--- config.mk ---
export PLATFORM = sky130hd
export DESIGN_NAME = cal_counter
export DESIGN_NICKNAME = d
export VERILOG_FILES = /design/src/rtl/cal_pkg.sv /design/src/rtl/cal_prescaler.sv /design/src/rtl/cal_lockout.sv /design/src/rtl/cal_time_core.sv /design/src/rtl/cal_counter.sv
export SDC_FILE = /design/constraint.sdc
export NUM_CORES = 1
export LEC_CHECK = 0
export CAP_MARGIN = 5
export CORE_UTILIZATION = 45
export CTS_CLUSTER_DIAMETER = 120
export DETAILED_ROUTE_END_ITERATION = 10
export PLACE_DENSITY = 0.68
export SYNTH_ARGS = -nofsm -noshare
export SYNTH_HDL_FRONTEND = slang
export SYNTH_SLANG_ARGS = --single-unit
export TNS_END_PERCENT = 100
--- constraint.sdc ---
create_clock -name clk -period 7.1 [get_ports clk]
set_input_delay 1.775 -clock clk [delete_from_list [all_inputs] [get_ports clk]]
set_output_delay 1.775 -clock clk [all_outputs]
set_load 0.005 [all_outputs]
--- src/rtl/cal_pkg.sv ---
package cal_pkg;

    localparam int NUM_NIB = 13;

    typedef struct packed {
        logic [3:0] w;
        logic [3:0] y10;
        logic [3:0] y1;
        logic [3:0] mo10;
        logic [3:0] mo1;
        logic [3:0] d10;
        logic [3:0] d1;
        logic [3:0] h10;
        logic [3:0] h1;
        logic [3:0] mi10;
        logic [3:0] mi1;
        logic [3:0] s10;
        logic [3:0] s1;
    } cal_time_t;

    // index 0 is seconds units, index 12 is weekday
    typedef logic [NUM_NIB-1:0][3:0] nib_arr_t;

    typedef struct packed {
        logic [7:0] v;
        logic       cy;
    } step_t;

    localparam cal_time_t RESET_TIME = '{w: 4'd0, y10: 4'd0, y1: 4'd0,
                                         mo10: 4'd0, mo1: 4'd1, d10: 4'd0, d1: 4'd1,
                                         h10: 4'd0, h1: 4'd0, mi10: 4'd0, mi1: 4'd0,
                                         s10: 4'd0, s1: 4'd0};

    function automatic logic [7:0] bcd_val(input logic [3:0] t, input logic [3:0] o);
        return ({4'd0, t} * 8'd10) + {4'd0, o};
    endfunction

    function automatic logic [7:0] to_bcd(input logic [7:0] v);
        logic [3:0] tens;
        logic [3:0] ones;
        tens = 4'(v / 8'd10);
        ones = 4'(v % 8'd10);
        return {tens, ones};
    endfunction

    function automatic step_t wrap_inc(input logic [7:0] v, input logic [7:0] lo,
                                       input logic [7:0] hi);
        step_t r;
        if (v >= hi) begin
            r.v  = lo;
            r.cy = 1'b1;
        end else begin
            r.v  = v + 8'd1;
            r.cy = 1'b0;
        end
        return r;
    endfunction

    function automatic logic [7:0] month_days(input logic [7:0] m, input logic [7:0] y);
        logic [7:0] r;
        case (m)
            8'd2:                     r = (y[1:0] == 2'b00) ? 8'd29 : 8'd28;
            8'd4, 8'd6, 8'd9, 8'd11:  r = 8'd30;
            default:                  r = 8'd31;
        endcase
        return r;
    endfunction

    // One step of the digit chain. round_min starts the chain at the minutes
    // with the seconds cleared (rounding adjust).
    function automatic cal_time_t tick_time(input cal_time_t t, input logic mode24,
                                            input logic round_min);
        cal_time_t  n;
        step_t      s;
        logic       cy;
        logic       pm_n;
        logic [7:0] hr;
        logic [7:0] hr_n;
        logic [7:0] pair;
        n = t;
        if (round_min) begin
            n.s10 = 4'd0;
            n.s1  = 4'd0;
            cy    = (bcd_val(t.s10, t.s1) >= 8'd30);
        end else begin
            s  = wrap_inc(bcd_val(t.s10, t.s1), 8'd0, 8'd59);
            {n.s10, n.s1} = to_bcd(s.v);
            cy = s.cy;
        end
        if (cy) begin
            s  = wrap_inc(bcd_val(t.mi10, t.mi1), 8'd0, 8'd59);
            {n.mi10, n.mi1} = to_bcd(s.v);
            cy = s.cy;
        end
        if (cy) begin
            hr = bcd_val({2'b00, t.h10[1:0]}, t.h1);
            if (mode24) begin
                s    = wrap_inc(hr, 8'd0, 8'd23);
                pair = to_bcd(s.v);
                n.h10 = {2'b00, pair[5:4]};
                n.h1  = pair[3:0];
                cy    = s.cy;
            end else begin
                hr_n  = (hr >= 8'd12) ? 8'd1 : hr + 8'd1;
                pm_n  = t.h10[2] ^ (hr_n == 8'd12);
                cy    = (hr_n == 8'd12) && t.h10[2];
                pair  = to_bcd(hr_n);
                n.h10 = {1'b0, pm_n, pair[5:4]};
                n.h1  = pair[3:0];
            end
        end
        if (cy) begin
            s   = wrap_inc({4'd0, t.w}, 8'd0, 8'd6);
            n.w = s.v[3:0];
            s   = wrap_inc(bcd_val(t.d10, t.d1), 8'd1,
                           month_days(bcd_val(t.mo10, t.mo1), bcd_val(t.y10, t.y1)));
            {n.d10, n.d1} = to_bcd(s.v);
            cy = s.cy;
        end
        if (cy) begin
            s  = wrap_inc(bcd_val(t.mo10, t.mo1), 8'd1, 8'd12);
            {n.mo10, n.mo1} = to_bcd(s.v);
            cy = s.cy;
        end
        if (cy) begin
            s  = wrap_inc(bcd_val(t.y10, t.y1), 8'd0, 8'd99);
            {n.y10, n.y1} = to_bcd(s.v);
        end
        return n;
    endfunction

endpackage

--- src/rtl/cal_prescaler.sv ---
module cal_prescaler #(
    parameter int DIV        = 8192,
    parameter int BUSY_TICKS = 4,
    localparam int SUB_W     = $clog2(DIV)
) (
    input  logic             clk,
    input  logic             rst,
    input  logic             pre_tick,
    input  logic             stop,
    input  logic             pre_clr,
    input  logic             hold,
    output logic             sec_strobe,
    output logic             busy,
    output logic [SUB_W-1:0] sub_q
);
    localparam logic [SUB_W-1:0] LAST       = SUB_W'(DIV - 1);
    localparam logic [SUB_W-1:0] BUSY_START = SUB_W'(DIV - BUSY_TICKS);

    logic step;
    assign step = pre_tick && !stop && !pre_clr;

    always_ff @(posedge clk) begin
        if (rst || pre_clr) begin
            sub_q <= '0;
        end else if (step) begin
            sub_q <= (sub_q == LAST) ? '0 : sub_q + 1'b1;
        end
    end

    assign sec_strobe = step && (sub_q == LAST);
    assign busy       = !hold && (sub_q >= BUSY_START);
endmodule

--- src/rtl/cal_lockout.sv ---
module cal_lockout #(
    parameter int LOCK_TICKS = 625,
    localparam int LK_W      = $clog2(LOCK_TICKS + 1)
) (
    input  logic clk,
    input  logic rst,
    input  logic pre_tick,
    input  logic start,
    output logic locked
);
    logic [LK_W-1:0] cnt_q;

    always_ff @(posedge clk) begin
        if (rst) begin
            cnt_q <= '0;
        end else if (start) begin
            cnt_q <= LK_W'(LOCK_TICKS);
        end else if (pre_tick && cnt_q != '0) begin
            cnt_q <= cnt_q - 1'b1;
        end
    end

    assign locked = (cnt_q != '0);
endmodule

--- src/rtl/cal_time_core.sv ---
module cal_time_core
    import cal_pkg::*;
(
    input  logic      clk,
    input  logic      rst,
    input  logic      mode24,
    input  logic      inc,
    input  logic      adj_go,
    input  logic      wr_go,
    input  logic [3:0] wr_addr,
    input  logic [3:0] wr_data,
    output cal_time_t tq
);
    nib_arr_t  wr_view;
    cal_time_t nxt;

    always_comb begin
        wr_view = nib_arr_t'(tq);
        if (wr_addr < 4'(NUM_NIB)) begin
            wr_view[wr_addr] = wr_data;
        end
        // priority: rounding adjust, then second step, then host write
        if (adj_go) begin
            nxt = tick_time(tq, mode24, 1'b1);
        end else if (inc) begin
            nxt = tick_time(tq, mode24, 1'b0);
        end else if (wr_go) begin
            nxt = cal_time_t'(wr_view);
        end else begin
            nxt = tq;
        end
    end

    always_ff @(posedge clk) begin
        if (rst) begin
            tq <= RESET_TIME;
        end else begin
            tq <= nxt;
        end
    end
endmodule

--- src/rtl/cal_counter.sv ---
module cal_counter
    import cal_pkg::*;
#(
    parameter int DIV        = 8192,
    parameter int BUSY_TICKS = 4,
    parameter int LOCK_TICKS = 625
) (
    input  logic       clk,
    input  logic       rst,
    input  logic       pre_tick,
    input  logic       hold,
    input  logic       stop,
    input  logic       pre_clr,
    input  logic       mode24,
    input  logic       adj,
    input  logic       wr_en,
    input  logic [3:0] wr_addr,
    input  logic [3:0] wr_data,
    input  logic [3:0] rd_addr,
    output logic [3:0] rd_data,
    output logic       busy,
    output logic       locked
);
    localparam int SUB_W = $clog2(DIV);

    logic             sec_strobe;
    logic [SUB_W-1:0] sub_q;
    logic             pend_q;
    logic             adj_go;
    logic             inc;
    logic             wr_go;
    cal_time_t        tq;
    nib_arr_t         rd_view;

    cal_prescaler #(.DIV(DIV), .BUSY_TICKS(BUSY_TICKS)) u_pre (
        .clk(clk), .rst(rst), .pre_tick(pre_tick), .stop(stop), .pre_clr(pre_clr),
        .hold(hold), .sec_strobe(sec_strobe), .busy(busy), .sub_q(sub_q)
    );

    cal_lockout #(.LOCK_TICKS(LOCK_TICKS)) u_lock (
        .clk(clk), .rst(rst), .pre_tick(pre_tick), .start(adj_go), .locked(locked)
    );

    assign adj_go = adj && !locked;
    assign inc    = !hold && !adj_go && (sec_strobe || pend_q);
    assign wr_go  = wr_en && !locked && !busy && (wr_addr < 4'(NUM_NIB));

    // a second that cannot be applied now is kept for later
    always_ff @(posedge clk) begin
        if (rst) begin
            pend_q <= 1'b0;
        end else if (hold || adj_go) begin
            pend_q <= pend_q || sec_strobe;
        end else begin
            pend_q <= pend_q && sec_strobe;
        end
    end

    cal_time_core u_core (
        .clk(clk), .rst(rst), .mode24(mode24), .inc(inc), .adj_go(adj_go),
        .wr_go(wr_go), .wr_addr(wr_addr), .wr_data(wr_data), .tq(tq)
    );

    always_comb begin
        rd_view = nib_arr_t'(tq);
        rd_view[5] = {1'b0, tq.h10[2] && !mode24, tq.h10[1:0]};
        if (rd_addr < 4'(NUM_NIB)) begin
            rd_data = rd_view[rd_addr];
        end else begin
            rd_data = 4'd0;
        end
    end
endmodule

==> reports/metrics.cfg <==
[yosys]
yosysWarnings=0
ys.flop_type=dfxtp_1
yosysTopAreaCellShare_pct=18.6
ys_seq_elements=75
synth.distinct_cells=88
synth_top_area_cell=dfxtp_1
ys_seq_area_share_pct=18.6
synthesis.nets=1142
synthArstFlopShare_pct=0
synth.area.top_cells=dfxtp_1 19%, ha_1 9.9%, a21oi_1 5.2%, nor2_1 4.7%, nand2_1 4.0%
avgSynthCellArea_um2=7.71
yosysMostFrequentCell=nor2_1
netlist_instances=1046
synth_common_cells=100 x nor2_1, 85 x nand2_1, 83 x a21oi_1, 75 x dfxtp_1, 64 x ha_1
synth_edf_count=0
syn_area_um2=8070

[cts]
cts_setup_buffers=0
h-tree-depth=3
path_clk_slew_ps=60
clock-sinks=75
ctsHoldBuffers=0
numCtsBuffers=9
clk_path_buf_depth=2
cts_tree=built
root_buffer=clkbuf_16
clock_latency_ps=340
cts_resized=0

[layout]
fin_nets=1143
stdcell_area_um2=8770
nFillCells=1647
drive_gt1_share_pct=5.80
final_cell_count_no_fill=1277
final_core_util_pct=50.4
synthToLayoutAreaGrowth_pct=8.73
antenna_cells=0

[global_routing]
grt_overflow=0
grt_first_pass_wirelength_mm=36.1
antenna_found_initial=0
grt_pass1_vias=7329
grt_usage_pct=24.0
grt_max_degree=62

[route]
num_vias=8070
drtIter0Drc=839
wl_per_cell_um=17.1
ant_nets=0
dr.pass1.iters=5
drc_errors=0
wl_mm=21.9
vias_per_cell=6.32

[sta]
post-route-min-period_ps=6180
relSlewSlack_pct=26.3
setup_viol=0
worst_slack_ps=921
rsz0062_at_grt=no
fin_hold_ws_ps=474
fin_crit_sh_pct=87.0
worst_pin_slew_ps=1100
setup_tns_ps=0
fmax_mhz=162
drv_slew=0
final.setup_skew_ps=6.53
finalHoldViolCount=0

[power]
vdd.ir_drop.worst_v=0.000167
leakage_nw=3.46
power_mw=1.69
power_density_nw_per_um2=193

[critical_path]
cpMaxStageDelayCell=clkdlybuf4s50_1
reg2reg_depth=17
critical_path.reg2reg.startpoint=u_core.tq[47]
cp.arrival_ps=4400
critPathMaxFanout=16
crit_type=primary input to output pin
startpoint_type=primary input
crit_path_max_incr_delay_ps=1010
cp-end-kind=output pin
r2r_setup_slack_ps=2120
path_cells=clkdlybuf4s50_1 -> mux4_2 -> and2_1 -> a211oi_1 -> a21oi_1 -> clkdlybuf4s50_1
r2r-end=u_core.tq[43]
crit_path_frequent_cell=clkdlybuf4s50_1
required_ps=5330

[die]
die_h_um=136
coreArea_um2=17400
start_util_pct=46.3
die_area_um2=18500
rows=48
die_x_um=136
io_pins=27

[outcome]
outcome=finished clean

[hold_path]
hold_depth=2
hold_start=u_pre.sub_q[12]
min_to=u_pre.sub_q[12]
holdCritPathClass=flip-flop to flip-flop

[placement]
dp_cells=1261
post-place-ws_ps=911
numPortBuffers=26
gp_congestion=0.881
post_dp_cell_area_um2=8480
dpl.hpwl_mm=16.5

[run]
cap_viol_max_count=0

==> worst max-delay path by stage <==
stage	startpoint	to	slack, ps	cells past startpoint
detailed placement	rd_addr[0]	rd_data[1]	910	6
global route	rd_addr[0]	rd_data[1]	790	6
global placement	rd_addr[0]	rd_data[0]	1030	6
finish	rd_addr[0]	rd_data[1]	920	6
CTS	rd_addr[0]	rd_data[1]	920	6
floorplan	rd_addr[0]	rd_data[2]	2040	5
==> placed cells by master, fill, tap and decap left out, drive strengths merged, types with 5 or more instances in the layout <==
master	n
a211o	11
a211oi	17
a21boi	11
a21o	17
a21oi	83
a22oi	5
a311oi	5
a31oi	18
and2	13
and3	15
buf	6
clkbuf	9
clkdlybuf4s50	25
clkinv	5
dfxtp	75
fa	11
ha	64
inv	35
mux2i	25
mux4	11
nand2	85
nand2b	10
nand3	44
nand4	14
nor2	100
nor2b	9
nor3	51
nor3b	8
nor4	8
o211a	5
o211ai	15
o21a	5
o21ai	65
o22ai	8
o311ai	5
o31ai	6
or2	7
or3	14
xnor2	30
xor2	25
==> kinds of logic after synthesis <==
group	share of synthesized area, %
simple gates	24.0
compound gates	27.4
fa+ha+maj	13.0
buf+inv	3.75
flops	18.6
xor+xnor	6.55
mux	6.59
==> worst max-delay path: cells and delay by family <==
kind	cells	cell delay, ps
buf+inv	2	1490
mux	1	580
compound gates	2	370
simple gates	1	180
==> power breakdown <==
group          leakage, nW  total, mW  switching (mW)  internal [mW]
combinational         2.71      0.729           0.461          0.268
sequential           0.606      0.509          0.0477          0.462
clock                0.141      0.455           0.184          0.271
total                 3.46       1.69           0.693           1.00
==> registers in the layout (all words and copies together) (netlist names) <==
register	flops
u_core.tq	51
u_pre.sub_q	13
u_lock.cnt_q	10
pend_q	1
==> final cells by class <==
| type | count | area (µm²) | area share, % |
|---|---|---|---|
| Timing Repair Buffer | 31 | 293 | 3.34 |
| Clock inverter | 7 | 68.8 | 0.785 |
| Inverter | 36 | 135 | 1.54 |
| Sequential cell | 75 | 1500 | 17.1 |
| Clock buffer | 9 | 225 | 2.57 |
| Multi-Input combinational cell | 894 | 6260 | 71.4 |
| Tap cell | 225 | 282 | 3.21 |
==> routing by layer <==
metal / vias to the layer above / part of all wire [%] / track usage (%)
li1: 3961 / - / -
met1: 3829 / 46 / 32.5
met2: 253 / 46 / 39.8
met3: 27 / 6.8 / 3.73
met4: 0 / 1.4 / 5.80
met5: - / 0 / 0
No activity file was read; power rests on OpenSTA's default activity.
